`src/rtl/cfgx_pkg.sv`:
```
package cfgx_pkg;
   localparam int XLAT_AW = 32;
   localparam int XLAT_SW = 3;
   localparam int XLAT_TW = 5;

   localparam logic [XLAT_TW-1:0] CT_TYPE0 = 5'd4;
   localparam logic [XLAT_TW-1:0] CT_TYPE1 = 5'd5;

   typedef enum logic [1:0] {
      ST_OK     = 2'd0,
      ST_NODEV  = 2'd1,
      ST_BADREG = 2'd2
   } cfg_status_e;

   typedef enum logic [1:0] {
      RT_REJECT = 2'd0,
      RT_LOCAL  = 2'd1,
      RT_DIRECT = 2'd2,
      RT_REMAP  = 2'd3
   } cfg_route_e;

   typedef struct packed {
      cfg_route_e            route;
      cfg_status_e           status;
      logic [XLAT_AW-1:0]    addr;
      logic [XLAT_AW-1:0]    target;
      logic [XLAT_TW-1:0]    ctype;
   } xlat_t;

   function automatic logic size_legal(input logic [XLAT_SW-1:0] sz);
      return (sz == 3'd1) || (sz == 3'd2) || (sz == 3'd4);
   endfunction
endpackage

```
`src/rtl/cfgx_decode.sv`:
```
module cfgx_decode
   import cfgx_pkg::*;
#(
   parameter int BUS_W        = 8,
   parameter int DEVFN_W      = 9,
   parameter int OFS_W        = 16,
   parameter logic [XLAT_AW-1:0] WIN_BASE = 32'h01F0_0000,
   parameter int MAX_BUS      = 15,
   parameter int MAX_DEVFN    = 255,
   parameter int DIRECT_BUSES = 3,
   parameter int DIRECT_DEVFN = 3,
   parameter int SLOT_SHIFT   = 18,
   parameter int FUNC_SHIFT   = 16,
   parameter int TGT_SHIFT    = 24,
   parameter int REMAP_SLOT   = 3,
   parameter int LOCAL_BITS   = 12
) (
   input  logic [BUS_W-1:0]   bus,
   input  logic [DEVFN_W-1:0] devfn,
   input  logic [OFS_W-1:0]   ofs,
   input  logic [XLAT_SW-1:0] size,
   output xlat_t              xl
);
   localparam logic [XLAT_AW-1:0] LOCAL_MASK =
      ((XLAT_AW'(1) << LOCAL_BITS) - XLAT_AW'(1)) & ~XLAT_AW'(3);
   localparam logic [XLAT_AW-1:0] REMAP_BASE =
      WIN_BASE + (XLAT_AW'(REMAP_SLOT) << SLOT_SHIFT);

   logic [XLAT_AW-1:0] bus_x, devfn_x, ofs_word;
   logic               direct_hit, out_of_range;

   assign bus_x    = XLAT_AW'(bus);
   assign devfn_x  = XLAT_AW'(devfn);
   assign ofs_word = XLAT_AW'(ofs) & ~XLAT_AW'(3);
   assign out_of_range = (bus_x > XLAT_AW'(MAX_BUS)) || (devfn_x > XLAT_AW'(MAX_DEVFN));

   generate
      if (DIRECT_BUSES > 0) begin : g_direct
         assign direct_hit = (bus_x <= XLAT_AW'(DIRECT_BUSES)) &&
                             (devfn_x <= XLAT_AW'(DIRECT_DEVFN));
      end else begin : g_no_direct
         assign direct_hit = 1'b0;
      end
   endgenerate

   always_comb begin
      xl        = '0;
      xl.route  = RT_REJECT;
      xl.status = ST_NODEV;
      if (bus_x == '0) begin
         if (devfn_x == '0) begin
            xl.route = RT_LOCAL;
            xl.addr  = XLAT_AW'(ofs) & LOCAL_MASK;
         end
      end else if (!out_of_range) begin
         if (direct_hit) begin
            xl.route = RT_DIRECT;
            xl.addr  = WIN_BASE + ((bus_x - XLAT_AW'(1)) << SLOT_SHIFT) +
                       (devfn_x << FUNC_SHIFT) + ofs_word;
         end else begin
            xl.route  = RT_REMAP;
            xl.addr   = REMAP_BASE + ofs_word;
            xl.target = (bus_x << TGT_SHIFT) | (devfn_x << FUNC_SHIFT);
            xl.ctype  = (bus_x == XLAT_AW'(1)) ? CT_TYPE0 : CT_TYPE1;
         end
      end
      // address checks win over the size check
      if (xl.route != RT_REJECT) begin
         if (size_legal(size)) begin
            xl.status = ST_OK;
         end else begin
            xl.status = ST_BADREG;
            xl.route  = RT_REJECT;
         end
      end
   end
endmodule

```
`src/rtl/cfgx_lanes.sv`:
```
module cfgx_lanes
   import cfgx_pkg::*;
#(
   parameter int DATA_W = 32,
   localparam int LANES = DATA_W / 8,
   localparam int LO_W  = $clog2(LANES)
) (
   input  logic [DATA_W-1:0]  word,
   input  logic [DATA_W-1:0]  wdata,
   input  logic [LO_W-1:0]    lo,
   input  logic [XLAT_SW-1:0] size,
   output logic [DATA_W-1:0]  rd_val,
   output logic [DATA_W-1:0]  merged
);
   localparam logic [DATA_W-1:0] BYTE_M = DATA_W'(16'h00FF);
   localparam logic [DATA_W-1:0] HALF_M = DATA_W'(16'hFFFF);

   logic [DATA_W-1:0] down, wval, wshift;

   assign down = word >> {lo, 3'b000};

   always_comb begin
      case (size)
         3'd1:    begin rd_val = down & BYTE_M; wval = wdata & BYTE_M; end
         3'd2:    begin rd_val = down & HALF_M; wval = wdata & HALF_M; end
         default: begin rd_val = word;          wval = wdata;          end
      endcase
   end

   assign wshift = wval << {lo, 3'b000};

   generate
      for (genvar b = 0; b < LANES; b++) begin : g_lane
         logic hit;
         assign hit = (size == 3'd4) ||
                      ((size == 3'd2) && (b >= int'(lo)) && (b < int'(lo) + 2)) ||
                      ((size == 3'd1) && (b == int'(lo)));
         assign merged[8*b +: 8] = hit ? wshift[8*b +: 8] : word[8*b +: 8];
      end
   endgenerate
endmodule

```
`src/rtl/pcie_cfg_xlat.sv`:
```
module pcie_cfg_xlat
   import cfgx_pkg::*;
#(
   parameter int BUS_W        = 8,
   parameter int DEVFN_W      = 9,
   parameter int OFS_W        = 16,
   parameter int DATA_W       = 32,
   parameter logic [XLAT_AW-1:0] WIN_BASE = 32'h01F0_0000,
   parameter int WIN_BYTES    = 1 << 20,
   parameter int REG_RESERVE  = 16 << 10,
   parameter int MAX_BUS      = 15,
   parameter int MAX_DEVFN    = 255,
   parameter int DIRECT_BUSES = 3,
   parameter int DIRECT_DEVFN = 3,
   parameter int SLOT_SHIFT   = 18,
   parameter int TGT_SHIFT    = 24
) (
   input  logic                clk,
   input  logic                rst_n,
   input  logic                req_valid,
   input  logic                req_write,
   input  logic [BUS_W-1:0]    req_bus,
   input  logic [DEVFN_W-1:0]  req_devfn,
   input  logic [OFS_W-1:0]    req_offset,
   input  logic [XLAT_SW-1:0]  req_size,
   input  logic [DATA_W-1:0]   req_wdata,
   output logic                done,
   output logic [1:0]          status,
   output logic [DATA_W-1:0]   rdata,
   output logic                rgn_load,
   output logic [XLAT_AW-1:0]  rgn_target,
   output logic [XLAT_TW-1:0]  rgn_type,
   output logic                mem_req,
   output logic                mem_we,
   output logic                mem_local,
   output logic [XLAT_AW-1:0]  mem_addr,
   output logic [DATA_W-1:0]   mem_wdata,
   input  logic [DATA_W-1:0]   mem_rdata,
   input  logic                mem_ack
);
   localparam int REMAP_SLOT = (WIN_BYTES >> SLOT_SHIFT) - 1;
   localparam logic [XLAT_AW-1:0] WIN_LIMIT = WIN_BASE + XLAT_AW'(WIN_BYTES - REG_RESERVE);
   localparam int LO_W = $clog2(DATA_W / 8);

   initial begin
      assert (DATA_W == 32) else $error("data path must be one 32-bit word");
      assert (REMAP_SLOT > DIRECT_BUSES - 1) else $error("direct windows overlap the shared region");
      assert ((REMAP_SLOT << SLOT_SHIFT) + (1 << OFS_W) <= WIN_BYTES - REG_RESERVE)
         else $error("shared region runs into the register area");
      assert (DEVFN_W > 8 && BUS_W >= 5) else $error("request fields too narrow");
   end

   typedef enum logic [2:0] {S_IDLE, S_REMAP, S_RD, S_WR, S_DONE} state_e;

   state_e              st;
   xlat_t               xl_in;
   cfg_route_e          route_q;
   cfg_status_e         status_q;
   logic [XLAT_AW-1:0]  addr_q, target_q;
   logic [XLAT_TW-1:0]  ctype_q;
   logic                wr_q;
   logic [XLAT_SW-1:0]  size_q;
   logic [LO_W-1:0]     lo_q;
   logic [DATA_W-1:0]   wdata_q, merged_q, rdata_q;
   logic [DATA_W-1:0]   rd_val, merged;
   logic                need_rd_in, need_rd_q;

   cfgx_decode #(
      .BUS_W(BUS_W), .DEVFN_W(DEVFN_W), .OFS_W(OFS_W), .WIN_BASE(WIN_BASE),
      .MAX_BUS(MAX_BUS), .MAX_DEVFN(MAX_DEVFN), .DIRECT_BUSES(DIRECT_BUSES),
      .DIRECT_DEVFN(DIRECT_DEVFN), .SLOT_SHIFT(SLOT_SHIFT), .FUNC_SHIFT(16),
      .TGT_SHIFT(TGT_SHIFT), .REMAP_SLOT(REMAP_SLOT), .LOCAL_BITS(12)
   ) u_decode (
      .bus(req_bus), .devfn(req_devfn), .ofs(req_offset), .size(req_size), .xl(xl_in)
   );

   cfgx_lanes #(.DATA_W(DATA_W)) u_lanes (
      .word(mem_rdata), .wdata(wdata_q), .lo(lo_q), .size(size_q),
      .rd_val(rd_val), .merged(merged)
   );

   assign need_rd_in = !req_write || (req_size != 3'd4);
   assign need_rd_q  = !wr_q || (size_q != 3'd4);

   always_ff @(posedge clk or negedge rst_n) begin
      if (!rst_n) begin
         st       <= S_IDLE;
         route_q  <= RT_REJECT;
         status_q <= ST_OK;
         addr_q   <= '0;
         target_q <= '0;
         ctype_q  <= '0;
         wr_q     <= 1'b0;
         size_q   <= '0;
         lo_q     <= '0;
         wdata_q  <= '0;
         merged_q <= '0;
         rdata_q  <= '0;
      end else begin
         case (st)
            S_IDLE: if (req_valid) begin
               route_q  <= xl_in.route;
               addr_q   <= xl_in.addr;
               target_q <= xl_in.target;
               ctype_q  <= xl_in.ctype;
               wr_q     <= req_write;
               size_q   <= req_size;
               lo_q     <= req_offset[LO_W-1:0];
               wdata_q  <= req_wdata;
               case (xl_in.route)
                  RT_REJECT: begin
                     status_q <= xl_in.status;
                     rdata_q  <= '1;
                     st       <= S_DONE;
                  end
                  RT_REMAP: st <= S_REMAP;
                  default:  st <= need_rd_in ? S_RD : S_WR;
               endcase
            end
            S_REMAP: st <= need_rd_q ? S_RD : S_WR;
            S_RD: if (mem_ack) begin
               merged_q <= merged;
               if (wr_q) begin
                  st <= S_WR;
               end else begin
                  rdata_q  <= rd_val;
                  status_q <= ST_OK;
                  st       <= S_DONE;
               end
            end
            S_WR: if (mem_ack) begin
               status_q <= ST_OK;
               st       <= S_DONE;
            end
            default: st <= S_IDLE;
         endcase
      end
   end

   assign done       = (st == S_DONE);
   assign status     = status_q;
   assign rdata      = rdata_q;
   assign rgn_load   = (st == S_REMAP);
   assign rgn_target = target_q;
   assign rgn_type   = ctype_q;
   assign mem_req    = (st == S_RD) || (st == S_WR);
   assign mem_we     = (st == S_WR);
   assign mem_local  = (route_q == RT_LOCAL);
   assign mem_addr   = addr_q;
   assign mem_wdata  = (size_q == 3'd4) ? wdata_q : merged_q;

   assert_done_pulse_R11: assert property (@(posedge clk) disable iff (!rst_n)
      done |=> !done);

   assert_remap_then_access_R5: assert property (@(posedge clk) disable iff (!rst_n)
      rgn_load |=> mem_req && !mem_local);

   assert_type_code_R6: assert property (@(posedge clk) disable iff (!rst_n)
      rgn_load |-> ((rgn_type == CT_TYPE0) || (rgn_type == CT_TYPE1)) &&
                   ((rgn_type == CT_TYPE0) == ((rgn_target >> TGT_SHIFT) == XLAT_AW'(1))));

   assert_window_limit_R7: assert property (@(posedge clk) disable iff (!rst_n)
      (mem_req && !mem_local) |-> (mem_addr >= WIN_BASE) && (mem_addr < WIN_LIMIT));

   assert_hold_until_ack_R9: assert property (@(posedge clk) disable iff (!rst_n)
      (mem_req && !mem_ack) |=> mem_req && $stable(mem_addr) && $stable(mem_we));

   assert_reject_ones_R3: assert property (@(posedge clk) disable iff (!rst_n)
      (done && (status != 2'd0) && !wr_q) |-> (rdata == '1));
endmodule

```
`config.mk`:
```
export PLATFORM = sky130hd
export DESIGN_NAME = pcie_cfg_xlat
export DESIGN_NICKNAME = d
export VERILOG_FILES = /design/src/rtl/cfgx_pkg.sv /design/src/rtl/cfgx_decode.sv /design/src/rtl/cfgx_lanes.sv /design/src/rtl/pcie_cfg_xlat.sv
export SDC_FILE = /design/constraint.sdc
export NUM_CORES = 1
export LEC_CHECK = 0
export BUFFER_PORTS_ARGS = -buffer_cell sky130_fd_sc_hd__buf_2
export CAP_MARGIN = 15
export CORE_MARGIN = 4
export CORE_UTILIZATION = 45
export CTS_BUF_LIST = sky130_fd_sc_hd__clkbuf_4 sky130_fd_sc_hd__clkbuf_8 sky130_fd_sc_hd__clkbuf_16
export CTS_CLUSTER_DIAMETER = 120
export DETAILED_ROUTE_END_ITERATION = 12
export PLACE_DENSITY = 0.72
export SKIP_CTS_REPAIR_TIMING = 1
export SLEW_MARGIN = 20
export SYNTH_ARGS = -nofsm -noshare
export SYNTH_HDL_FRONTEND = slang
export SYNTH_HIERARCHICAL = 1
export SYNTH_SLANG_ARGS = --single-unit
```
`constraint.sdc`:
```
create_clock -name clk -period 2.1 [get_ports clk]
set_input_delay 0.105 -clock clk [delete_from_list [all_inputs] [get_ports clk]]
set_output_delay 0.105 -clock clk [all_outputs]
set_load 0.1 [all_outputs]
```
==> impl_metrics.ini <==
[synth]
synthCells = 871
synth.top_cell.area_share = 0.4431
ys_ff_latch = 178
syn-cell-area_mm2 = 0.01005
avgSynthCellArea_um2 = 11.54
synth_flop_cell = dfrtp_1
yosysTopAreaCell = dfrtp_1
ys_seq_area_frac = 0.4431
yosysWarnings = 6
yosysMostFrequentCell = dfrtp_1
synth_cell_types = 68
netlist_top_cells_count = 178 x dfrtp_1, 174 x mux2_2, 39 x buf_4
synth_edf_count = 0
async_reset_ff_frac = 1.000
netlist_top_cells_area = dfrtp_1 44%, mux2_2 19%, buf_4 2.9%

[die]
fp.coreArea_mm2 = 0.02189
dieArea_mm2 = 0.02480
row_count = 54
die_h_um = 157.5
ios = 245
start_util = 0.4592
die_x_um = 157.5

[timing]
fmax_mhz = 457.1
grt_setup_unrepaired = true
setup_viol = 19
skew_ps = 12.31
hold_violations = 0
finalWorstSetupSlack_ps = -87.81
worstMarginPinSlew_ps = 662.8
fin_crit_sh = 1.042
setup_tns_ps = -857.2
finalMaxSlewViolations = 0
period_needed_ps = 2188
relSlewSlack = 0.5582
hold-worst-slack_ps = 2.819

[clock_network]
cts_num_sinks = 178
cts_buffer_depth = 2
cts_max_level = 4
cts_buffers = 17
clk_pin_slew_ps = 70
tritoncts = done
root_buffer = clkbuf_16
clkLatencyLatePin_ps = 430

[final_layout]
n_fill_cell = 1791
finalInstanceArea_mm2 = 0.01364
layout-drive-gt1-share = 0.5021
layout.nets = 1321
multi_input_area_mm2 = 0.005404
fin_util = 0.6233
syn2layout_area_growth_pct = 35.72
stdcell_count = 1491
final-seq-area_mm2 = 0.004458

[setup_path]
crit_arrival_ps = 2080
cp-startpoint = size_q[0]
crit_type = reg2out
crit_path_end = mem_wdata[9]
regToRegEndpoint = merged_q[31]
path_max_fanout = 6
crit_required_ps = 2000
end_kind = output port
r2r_slack_ps = -10
r2r_cells = 6
rr_startpoint = size_q[1]
start_kind = register

[global_route]
antenna_found_initial = 2
grt_overflow = 0
grt_pass1_vias = 8028
grt_start_max_net_pins = 72
grt_util_all_layers = 0.2299
grt_pass1_wl_um = 44480

[power]
total_power_mw = 22.79
cellPowerDensity_mw_per_mm2 = 1670
p_leak_nw = 6.190
ir_drop_mv = 1.293

[placement]
dp_cells = 1410
numPortBuffers = 244
gp_congestion = 0.8916
dp.final_hpwl_um = 21490
placed_cell_area_mm2 = 0.01209
dp_slack_ps = -450.6

[detailed_routing]
vias_per_cell = 5.580
drt_pass1_iterations = 5
routed_wirelength_um = 30650
detail-route-antenna-nets = 0
post-route-drc-count = 0
avgRoutedWirePerCell_um = 20.56
drt_iter0_drc = 750
vias = 8320

[min_path]
hold_class = in2reg

[flow_run]
maxCapViolations = 0

[run_status]
violations = negative setup slack
outcome = finished, violations left
routing by layer:
metal	global-route usage	part of all wire	wire length (µm)	up-vias
met5	0	0	0	-
met2	0.3609	0.47	14320	423
met3	0.06956	0.091	2797	57
met4	0.06186	0.022	681	0
li1	-	-	-	3787
met1	0.3117	0.42	12860	4053
cells in the final DEF (no fill, tap or decap), types with 9 or more instances in the layout:
cell	instances
buf_2	209
dfrtp_1	175
mux2_2	149
buf_4	67
dlygate4sd3_1	39
nor2_1	32
o22a_1	32
nand2_1	31
and2_1	29
buf_12	28
mux2_4	25
conb_1	25
a21oi_1	22
inv_1	20
nand2b_1	20
buf_6	19
clkbuf_16	18
a22o_1	17
o2111ai_1	15
nor2b_1	14
o21ai_0	13
nor3_1	11
ha_1	11
mux2_1	10
a31oi_1	10
o211ai_1	9
nor2b_2	9
cell families (layout without fill, tap and decap cells):
family / Yosys count / after routing / synth area share
and+or+nand+nor: 195 / 195 / 0.1119
muxes: 192 / 192 / 0.2141
DFF: 178 / 178 / 0.4431
AOI/OAI and AO/OA: 166 / 166 / 0.1286
buffers and inverters: 108 / 422 / 0.06683
adders and majority gates: 20 / 20 / 0.02564
xor gates and xnor gates: 11 / 11 / 0.009583
other: 1 / 27 / 0.0003730
where the power goes:
group          leakage (nW)  switching [mW]  internal (mW)  total (mW)
logic                  3.79            9.46           4.88        14.3
registers              2.12           0.925           4.43        5.35
clock network         0.279            1.52           1.58        3.09
worst max-delay path: stages, from the launching register on:
cell,delay (ps)
dfrtp_2,410
buf_6,120
nor3b_4,290
buf_6,180
clkbuf_16,160
mux2_4,330
buf_12,170
final cells by class:
cell class                      count  area share
Inverter                           26    0.007886
Timing Repair Buffer              364      0.2018
Sequential cell                   178      0.3267
Tap cell                          280     0.02568
Clock inverter                     15     0.01027
Antenna cell                        2   0.0003668
Clock buffer                       17     0.03118
Multi-Input combinational cell    609      0.3961
flip-flops by register name (all words and copies together) (netlist names):
signal      count
wdata_q        32
route_q         2
st              3
status          2
lo_q            2
rdata          32
rgn_target     32
wr_q            1
size_q          3
mem_addr       32
rgn_type        5
merged_q       32
how the worst min path moves through the flow:
stage	from	to	slack [ps]	cells past startpoint
global placement	rst_n	rdata[28]	160	1
finish	req_size[2]	size_q[2]	3	2
floorplan	rst_n	lo_q[0]	-190	0
detailed placement	rst_n	rdata[28]	160	1
global route	req_size[2]	size_q[2]	0.5	2
CTS	rst_n	rdata[0]	-300	1
Power figures use the tool's default switching activity.
